--- config.mk ---
export PLATFORM = sky130hd
export DESIGN_NAME = pm_sequencer
export DESIGN_NICKNAME = d
export VERILOG_FILES = /design/src/rtl/pm_seq_pkg.sv /design/src/rtl/pm_seq_ctrl.sv /design/src/rtl/pm_seq_dp.sv /design/src/rtl/pm_sequencer.sv
export SDC_FILE = /design/constraint.sdc
export NUM_CORES = 1
export LEC_CHECK = 0
export BUFFER_PORTS_ARGS = -buffer_cell sky130_fd_sc_hd__buf_4
export CAP_MARGIN = 20
export CORE_MARGIN = 4
export CORE_UTILIZATION = 42
export DETAILED_ROUTE_END_ITERATION = 8
export PLACE_DENSITY_LB_ADDON = 0.1
export SYNTH_ARGS = -nofsm -noshare
export SYNTH_HDL_FRONTEND = slang
export SYNTH_SLANG_ARGS = --single-unit
--- constraint.sdc ---
create_clock -name clk -period 1.29 [get_ports clk]
set_input_delay 0.0645 -clock clk [delete_from_list [all_inputs] [get_ports clk]]
set_output_delay 0.0645 -clock clk [all_outputs]
set_load 0.005 [all_outputs]
--- src/rtl/pm_seq_pkg.sv ---
package pm_seq_pkg;
  typedef enum logic [2:0] {
    PM_RUN     = 3'd0,
    PM_IDLE    = 3'd1,
    PM_SLEEP   = 3'd2,
    PM_OSCWAIT = 3'd3,
    PM_READY   = 3'd4
  } pmState_t;

  typedef struct packed {
    logic loadDelay;    // start the core-ready countdown
    logic captureWake;  // record wake cause for vector decision
    logic fastWake;     // sleep exit through internal oscillator
    logic enterSleep;   // sleep entry, clears status flags
    logic resume;       // last delay cycle, execution resumes next
  } pmStrobe_t;
endpackage

--- src/rtl/pm_seq_ctrl.sv ---
module pm_seq_ctrl
  import pm_seq_pkg::*;
(
  input  logic       clk,
  input  logic       rst_n,
  input  logic       sleepStrobe,
  input  logic       idleEnable,
  input  logic [1:0] srcSel,
  input  logic       secOscEnable,
  input  logic       wakeAny,
  input  logic       srcReady,
  input  logic       fastStart,
  input  logic       delayDone,
  output pmStrobe_t  strb,
  output logic       cpuClkEn,
  output logic       periClkEn,
  output logic       oscStop,
  output logic [2:0] mode
);
  pmState_t state, nextState;
  logic secIdleBlocked;

  assign secIdleBlocked = (srcSel == 2'b01) && !secOscEnable;

  always_comb begin
    nextState = state;
    strb      = '0;
    unique case (state)
      PM_RUN: begin
        if (sleepStrobe) begin
          if (idleEnable) begin
            if (!secIdleBlocked) nextState = PM_IDLE;
          end else begin
            nextState       = PM_SLEEP;
            strb.enterSleep = 1'b1;
          end
        end
      end
      PM_IDLE: begin
        if (wakeAny) begin
          nextState        = PM_READY;
          strb.loadDelay   = 1'b1;
          strb.captureWake = 1'b1;
        end
      end
      PM_SLEEP: begin
        if (wakeAny) begin
          strb.captureWake = 1'b1;
          if (fastStart) begin
            nextState      = PM_READY;
            strb.loadDelay = 1'b1;
            strb.fastWake  = 1'b1;
          end else begin
            nextState = PM_OSCWAIT;
          end
        end
      end
      PM_OSCWAIT: begin
        if (srcReady) begin
          nextState      = PM_READY;
          strb.loadDelay = 1'b1;
        end
      end
      PM_READY: begin
        if (delayDone) begin
          nextState   = PM_RUN;
          strb.resume = 1'b1;
        end
      end
      default: nextState = PM_RUN;
    endcase
  end

  always_ff @(posedge clk or negedge rst_n) begin
    if (!rst_n) state <= PM_RUN;
    else        state <= nextState;
  end

  assign cpuClkEn  = (state == PM_RUN);
  assign periClkEn = (state == PM_RUN) || (state == PM_IDLE) || (state == PM_READY);
  assign oscStop   = (state == PM_SLEEP);
  assign mode      = state;
endmodule

--- src/rtl/pm_seq_dp.sv ---
module pm_seq_dp
  import pm_seq_pkg::*;
#(
  parameter int DELAY = 4
) (
  input  logic      clk,
  input  logic      rst_n,
  input  pmStrobe_t strb,
  input  logic      wakeIrq,
  input  logic      globalIntEnable,
  input  logic      srcReady,
  output logic      delayDone,
  output logic      statusClr,
  output logic      runOnInternal,
  output logic      vectorBranch
);
  localparam int CW = (DELAY < 2) ? 1 : $clog2(DELAY + 1);
  localparam logic [CW-1:0] LOADVAL = CW'(DELAY - 1);

  logic [CW-1:0] cnt;
  logic branchPend;

  always_ff @(posedge clk or negedge rst_n) begin
    if (!rst_n)              cnt <= '0;
    else if (strb.loadDelay) cnt <= LOADVAL;
    else if (cnt != '0)      cnt <= cnt - 1'b1;
  end

  assign delayDone = (cnt == '0);

  always_ff @(posedge clk or negedge rst_n) begin
    if (!rst_n) begin
      branchPend    <= 1'b0;
      vectorBranch  <= 1'b0;
      statusClr     <= 1'b0;
      runOnInternal <= 1'b0;
    end else begin
      if (strb.captureWake) branchPend <= wakeIrq && globalIntEnable;
      vectorBranch <= strb.resume && branchPend;
      statusClr    <= strb.enterSleep;
      if (strb.fastWake)  runOnInternal <= 1'b1;
      else if (srcReady)  runOnInternal <= 1'b0;
    end
  end
endmodule

--- src/rtl/pm_sequencer.sv ---
module pm_sequencer
  import pm_seq_pkg::*;
#(
  parameter int DELAY = 4
) (
  input  logic       clk,
  input  logic       rst_n,
  input  logic       sleepStrobe,
  input  logic       idleEnable,
  input  logic [1:0] srcSel,
  input  logic       secOscEnable,
  input  logic       wakeIrq,
  input  logic       wakeWdt,
  input  logic       globalIntEnable,
  input  logic       srcReady,
  input  logic       fastStart,
  output logic       cpuClkEn,
  output logic       periClkEn,
  output logic       oscStop,
  output logic       statusClr,
  output logic       runOnInternal,
  output logic       vectorBranch,
  output logic [2:0] mode
);
  pmStrobe_t strb;
  logic delayDone;
  logic wakeAny;

  assign wakeAny = wakeIrq || wakeWdt;

  pm_seq_ctrl u_ctrl (
    .clk(clk), .rst_n(rst_n), .sleepStrobe(sleepStrobe), .idleEnable(idleEnable),
    .srcSel(srcSel), .secOscEnable(secOscEnable), .wakeAny(wakeAny),
    .srcReady(srcReady), .fastStart(fastStart), .delayDone(delayDone),
    .strb(strb), .cpuClkEn(cpuClkEn), .periClkEn(periClkEn),
    .oscStop(oscStop), .mode(mode)
  );

  pm_seq_dp #(.DELAY(DELAY)) u_dp (
    .clk(clk), .rst_n(rst_n), .strb(strb), .wakeIrq(wakeIrq),
    .globalIntEnable(globalIntEnable), .srcReady(srcReady),
    .delayDone(delayDone), .statusClr(statusClr),
    .runOnInternal(runOnInternal), .vectorBranch(vectorBranch)
  );
endmodule

==> flow_metrics.tcl, run 1 <==
set metrics [dict create \
    place_ws_ns -0.0279 \
    wl_per_cell_um 14.0 \
    leakage_uw 0.000443 \
    skew_ns 0.00446 \
    yosysWarnings 0 \
    grt_overflow 0 \
    start_util_pct 45.1 \
    antennaDiodeCount 0 \
    worstPathCellList "buf_4 -> mux2i_1 -> or3_1 -> o32ai_1" \
    final_cell_area_um2 892 \
    final_nets 108 \
    placed_area_um2 771 \
    cts_buffers 3 \
    reg2reg_slack_ns -0.01 \
    std_cell_rows 13 \
    via_per_inst 5.13 \
    wl_um 1510 \
    core_area_mm2 0.00130 \
    ys_top_cells_by_count "dfrtp_1, nand2_1, inv_1, nor2_1, o21ai_0" \
    max_stage_delay_ns 0.48 \
    ios 21 \
    finalCritPeriodShare_pct 101 \
    rsz0062_at_grt "true" \
    tightestPinTransition_ns 0.248 \
    hold_class "in -> reg" \
    synth-seq-cells 10 \
    netlist_top_cells_area "dfrtp_1, nand2_1, ha_1" \
    crit_path_top_delay_cell "dfrtp_2" \
    yosys.area.top_type_share_pct 42.6 \
    cp-end-kind "flip-flop" \
    grt_pass1_vias 524 \
    vdd_drop_max_v 0.00112 \
    grt_pass1_wl_um 2230 \
    yosysMostFrequentCell "dfrtp_1" \
    p_per_area_mw_per_mm2 2340 \
    path_class "reg -> reg" \
    synthesis.nets 77 \
    worstPathMaxFanout 7 \
    cts_tree "done" \
    period_needed_ns 1.30 \
    die-area_mm2 0.00206 \
    netlist_area_um2 587 \
    io_buffers 20 \
    clock-root-buffer "clkbuf_4" \
    final_core_util_pct 68.6 \
    drive_gt1_share_pct 51.6 \
    clockBufferDepth 2 \
    setup_violations 1 \
    reg2reg_from "u_ctrl.mode[1]" \
    synth.avg_cell_area_um2 9.31 \
    tns_ns -0.0111 \
    yosysSeqAreaShare_pct 42.6 \
    drtIter0Drc 7 \
    syn-instance-count 63 \
    status "complete, but fails checks" \
    slew_violations 0 \
    critPathTopFamily "flip-flops" \
    area_delta_synth_final_pct 52.0 \
    async_reset_ff_share_pct 100 \
    worst-path-buf-inv 1 \
    cp.required_ns 1.47 \
    crit_start "u_ctrl.mode[1]" \
    violations "negative setup slack" \
    antenna_found_initial 0 \
    hold_viol_final 0 \
    synthFlopType "dfrtp_1" \
    fmax_mhz 769 \
    cts_max_level 1 \
    critPathArrivalTime_ns 1.48 \
    yosysUniqueCellTypes 26 \
    netlist.top_cell.by_area "dfrtp_1" \
    ant_nets 0 \
    crit_path_start_kind "flip-flop" \
    grt_max_degree 12 \
    first_pass_iters 4 \
    clkLatencyLatePin_ns 0.28 \
    vias 554 \
    die_h_um 45.4 \
    hold_start "globalIntEnable" \
    max-slew-margin-rel_pct 83.4 \
    drcViolationCount 0 \
    die_x_um 45.4 \
    p_total_uw 2080 \
    place.gp.congestion 0.873 \
    hpwl_um 1010 \
    setup_slack_ns -0.0111 \
    synth_edf_count 0 \
    maxCapViolations 0 \
    grtUsageTotal_pct 16.1 \
    cts_sinks 10 \
    cts.clk_slew.worst_paths_ns 0.08 \
]
==> placed cells by master, fill, tap and decap left out <==
| cell | instances |
|---|---|
| nand2_1 | 7 |
| mux2i_1 | 1 |
| nor3b_4 | 1 |
| o21ai_1 | 1 |
| a31oi_2 | 1 |
| inv_2 | 2 |
| or3_1 | 1 |
| dfrtp_2 | 2 |
| ha_4 | 2 |
| a21o_1 | 1 |
| inv_1 | 4 |
| dfrtp_1 | 8 |
| clkbuf_2 | 1 |
| nor3_2 | 2 |
| nand4_2 | 1 |
| nand3_1 | 1 |
| clkbuf_8 | 1 |
| and4bb_2 | 1 |
| dlygate4sd3_1 | 1 |
| nor2_1 | 6 |
| buf_4 | 25 |
| nand2b_1 | 1 |
| a22o_1 | 1 |
| and2_4 | 1 |
| xor2_1 | 2 |
| mux2_2 | 1 |
| clkbuf_4 | 3 |
| nand3b_1 | 1 |
| buf_6 | 2 |
| and3b_2 | 1 |
| a21oi_2 | 1 |
| o32ai_1 | 1 |
| nor3_1 | 1 |
| a21oi_1 | 3 |
| o21ai_0 | 4 |
==> cell type report <==
| cell class | instances | area [µm²] |
|---|---|---|
| clock buffer | 4 | 36.3 |
| fill | 113 | 409 |
| inverter | 6 | 22.5 |
| multi-input combinational | 44 | 337 |
| sequential | 10 | 253 |
| tap | 15 | 18.8 |
| timing repair buffer | 29 | 225 |
==> routing by layer <==
metal / vias to the layer above / global-route usage, % / share of wire [%]
li1: 274 / - / -
met1: 257 / 17.6 / 40
met2: 18 / 25.9 / 51
met3: 5 / 3.56 / 6.3
met4: 0 / 14.0 / 3.1
met5: - / 0 / 0
==> worst paths after layout <==
kind | end | cells after the start
min in group asynchronous | u_dp.statusClr | 2
min | u_dp.branchPend | 3
max in group asynchronous | u_ctrl.mode[0] | 2
max reg2reg | u_ctrl.mode[0] | 4
max | u_ctrl.mode[0] | 4
min reg2reg | u_dp.branchPend | 2
==> kinds of logic after synthesis <==
kind of cell               synth area share [%]
and+or+nand+nor                            23.5
AOI/OAI and AO/OA                          14.1
DFF                                        42.6
buffers and inverters                      8.96
xor gates and xnor gates                   2.99
muxes                                      3.62
adders and majority gates                  4.26
==> registers in the layout, indices dropped and copies added (netlist names) <==
name	flops
u_dp.vectorBranch	1
u_dp.runOnInternal	1
u_dp.statusClr	1
u_dp.branchPend	1
u_dp.cnt	3
u_ctrl.mode	3
==> worst min-delay path, stage by stage <==
cell and delay, ns:
buf_4 0.11, nand2_1 0.04, o21ai_0 0.06
==> stage by stage <==
stage               hold WS, ns  std cells
detailed placement       -0.100        101
finish                   0.0287        108
global route             0.0348        108
floorplan                -0.231         63
global placement         -0.100        101
CTS                      0.0313        107
==> power breakdown <==
part	switching, µW	leakage [µW]	internal (µW)
Clock	135	0.0000210	172
Combinational	522	0.000296	673
Sequential	138	0.000126	443
==> what timing repair did <==
action	4_1_cts	5_1_grt
gates resized for setup	6	12
setup buffers	1	1
pin swaps	0	3
setup endpoints to repair	6	9
endpoints found under the hold margin	10	0
hold buffers	1	0
No activity file was read; power rests on OpenSTA's default activity.
==> run 2: changes to the inputs <==
CORE_UTILIZATION = 44   (was 42)
SYNTH_HIERARCHICAL = 1   (was unset)
==> run 2 against run 1 <==
The run still ends with negative setup slack left. Die area up 10%. Worst hold slack better by 0.0028 ns. Clock power down 6%. Critical path depth up 3. First-iteration DRC count up 14%. Synthesized cell count up 4.8%. Critical endpoint is now u_ctrl/mode[0]. Largest cell class unchanged. Highest routed layer unchanged.
==> flow_metrics.tcl, run 2 <==
set metrics [dict create \
    cts.clk_slew.worst_paths_ns 0.07 \
    die-area_mm2 0.00227 \
    drtIter0Drc 8 \
    antenna_found_initial 0 \
    yosysUniqueCellTypes 35 \
    p_sw_uw 918 \
    place.gp.congestion 0.804 \
    max-slew-margin-rel_pct 76.0 \
    intPower_uw 1620 \
    cts_tree "done" \
    start_util_pct 46.5 \
    yosysSeqAreaShare_pct 36.2 \
    slew_violations 0 \
    yosysWarnings 6 \
    cts_max_level 1 \
    yosys.area.top_type_share_pct 36.2 \
    tightestPinTransition_ns 0.355 \
    period_needed_ns 1.67 \
    dp.cells 120 \
    violations "negative setup slack" \
    ios 21 \
    cts_sinks 10 \
    std_cell_rows 14 \
    crit_path_top_delay_cell "dfrtp_1" \
    cp-end-kind "flip-flop" \
    seq_area_um2 251 \
    synth.avg_cell_area_um2 10.5 \
    drive_gt1_share_pct 58.8 \
    path_class "reg -> reg" \
    critPathTopFamily "multiplexers" \
    use_met1_pct 22.6 \
    die_h_um 47.7 \
    final_common_cell "buf_4" \
    top_usage_layer "met2" \
    area_delta_synth_final_pct 63.3 \
    netlist_top_cells_area "dfrtp_1, mux2i_1, o311ai_4" \
    netlist_area_um2 692 \
    finalCritPeriodShare_pct 130 \
    n_fill_cell 111 \
    p_comb_share_pct 66.8 \
    yosysMostFrequentCell "dfrtp_1" \
    core_area_mm2 0.00149 \
    synthesis.nets 80 \
    p_total_uw 2540 \
    hold_viol_final 0 \
    die_x_um 47.7 \
    clkLatencyLatePin_ns 0.27 \
    io_buffers 20 \
    final_nets 129 \
    multi_input_area_um2 429 \
    synth-seq-cells 10 \
    final_cell_mix "buf_4, dfrtp_1, buf_6" \
    worstPathCellList "inv_2 -> ha_4 -> and2b_2 -> mux2i_1 -> nand2_1 -> o311ai_4 -> mux2_4" \
    grt_util_met2_pct 32.6 \
    worst-path-buf-inv 1 \
    final_cell_area_mm2 0.00113 \
    ys_top_cells_by_count "dfrtp_1, inv_1, nor2_1" \
    wl_per_cell_um 15.0 \
    critPathArrivalTime_ns 1.83 \
    instances_no_fill 130 \
    synthFlopType "dfrtp_1" \
    hpwl_um 1410 \
    fmax_mhz 598 \
    seqPwrFrac_pct 21.8 \
    setup_slack_ns -0.381 \
    clock-root-buffer "clkbuf_4" \
    rsz0062_at_grt "true" \
    final_core_util_pct 75.9 \
    setup_violations 12 \
    netlist.top_cell.by_area "dfrtp_1" \
    placed_area_um2 992 \
    status "complete, but fails checks" \
    hold_class "in -> reg" \
    clock_power_share_pct 11.4 \
    max_stage_delay_ns 0.39 \
    worstPathMaxFanout 2 \
    vdd_drop_max_v 0.00122 \
    whs_ns 0.0314 \
    cp.required_ns 1.45 \
    first_pass_iters 4 \
    leakage_uw 0.000570 \
    use_met3_pct 4.51 \
    crit_path_start_kind "flip-flop" \
    antennaDiodeCount 0 \
    grt_pass1_wl_um 2950 \
    syn-instance-count 66 \
    maxCapViolations 0 \
    clockBufferDepth 2 \
    grt_max_degree 11 \
    grt_overflow 0 \
    skew_ns 0.00224 \
    wl_um 1950 \
    async_reset_ff_share_pct 100 \
    vias 672 \
    cts_buffers 3 \
    p_per_area_mw_per_mm2 2250 \
    ant_nets 0 \
    grt_pass1_vias 649 \
    drcViolationCount 0 \
    synth_edf_count 0 \
    via_per_inst 5.17 \
    sw_frac_of_total_pct 36.1 \
    grtUsageTotal_pct 19.8 \
]
-- run 2: worst paths after layout --
kind	slack, ns	endpoint	start	cells after the start
setup / recovery	-0.38	u_ctrl/mode[0]	u_dp/cnt[0]	7
hold / removal	0.03	u_dp/branchPend	globalIntEnable	3
setup reg to reg	-0.38	u_ctrl/mode[0]	u_dp/cnt[0]	7
hold reg to reg	0.48	u_dp/runOnInternal	u_dp/runOnInternal	1
max in group asynchronous	0.97	u_ctrl/mode[2]	rst_n	2
min in group asynchronous	0.16	u_dp/runOnInternal	rst_n	2
-- run 2: through the flow --
step	setup WS [ns]	setup TNS [ns]
finish	-0.381	-2.01
global route	-0.430	-3.16
CTS	-0.329	-1.77
detailed placement	-0.279	-1.31
global placement	-0.209	-0.988
floorplan	-0.210	-0.404
-- run 2: layout make-up --
type,count,share of cell area [%]
clock buffers,4,3.21
multi-input cells,49,38.0
well taps,16,1.77
repair buffers,47,33.4
inverters,4,1.33
flip-flops and latches,10,22.3
-- run 2: cell families (layout without fill, tap and decap cells) --
kind of cell               count (synthesis)  after routing  synth area share, %
and+or+nand+nor                           31             31                 30.4
buffers and inverters                      7             55                 6.51
AOI/OAI and AO/OA                         11             11                 14.5
muxes                                      4              4                 6.51
DFF                                       10             10                 36.2
xor gates and xnor gates                   1              1                 2.35
adders and majority gates                  2              2                 3.62
-- run 2: what timing repair did --
action                                  in CTS  in global routing
resized for setup                           12                  2
setup buffers                                4                  2
hold buffers                                 1                  0
endpoints found under the setup margin      12                 12
pin swaps                                    4                  2
endpoints found under the hold margin       10                  0
-- run 2: worst reg2reg max path: cells and delay by family, from the launching register on --
kind	cells	cell delay, ns
AOI/OAI and AO/OA	1	0.09
adders and majority gates	1	0.16
muxes	2	0.52
buffers and inverters	1	0.07
and+or+nand+nor	2	0.35
DFF	1	0.39
-- run 2: power groups by stage --
| stage | combinational (µW) | clock, µW | sequential [µW] |
|---|---|---|---|
| finish | 1700 | 290 | 553 |
| CTS | 1610 | 298 | 543 |
| global route | 1830 | 309 | 567 |
| global placement | 1340 | 0 | 529 |
| floorplan | 772 | 0 | 504 |
| detailed placement | 1410 | 0 | 533 |
-- run 2: layer usage --
metal | part of all wire [%] | wire length [µm]
met1 | 40 | 788
met2 | 48 | 926
met3 | 8.6 | 168
met4 | 3.4 | 66
met5 | 0 | 0
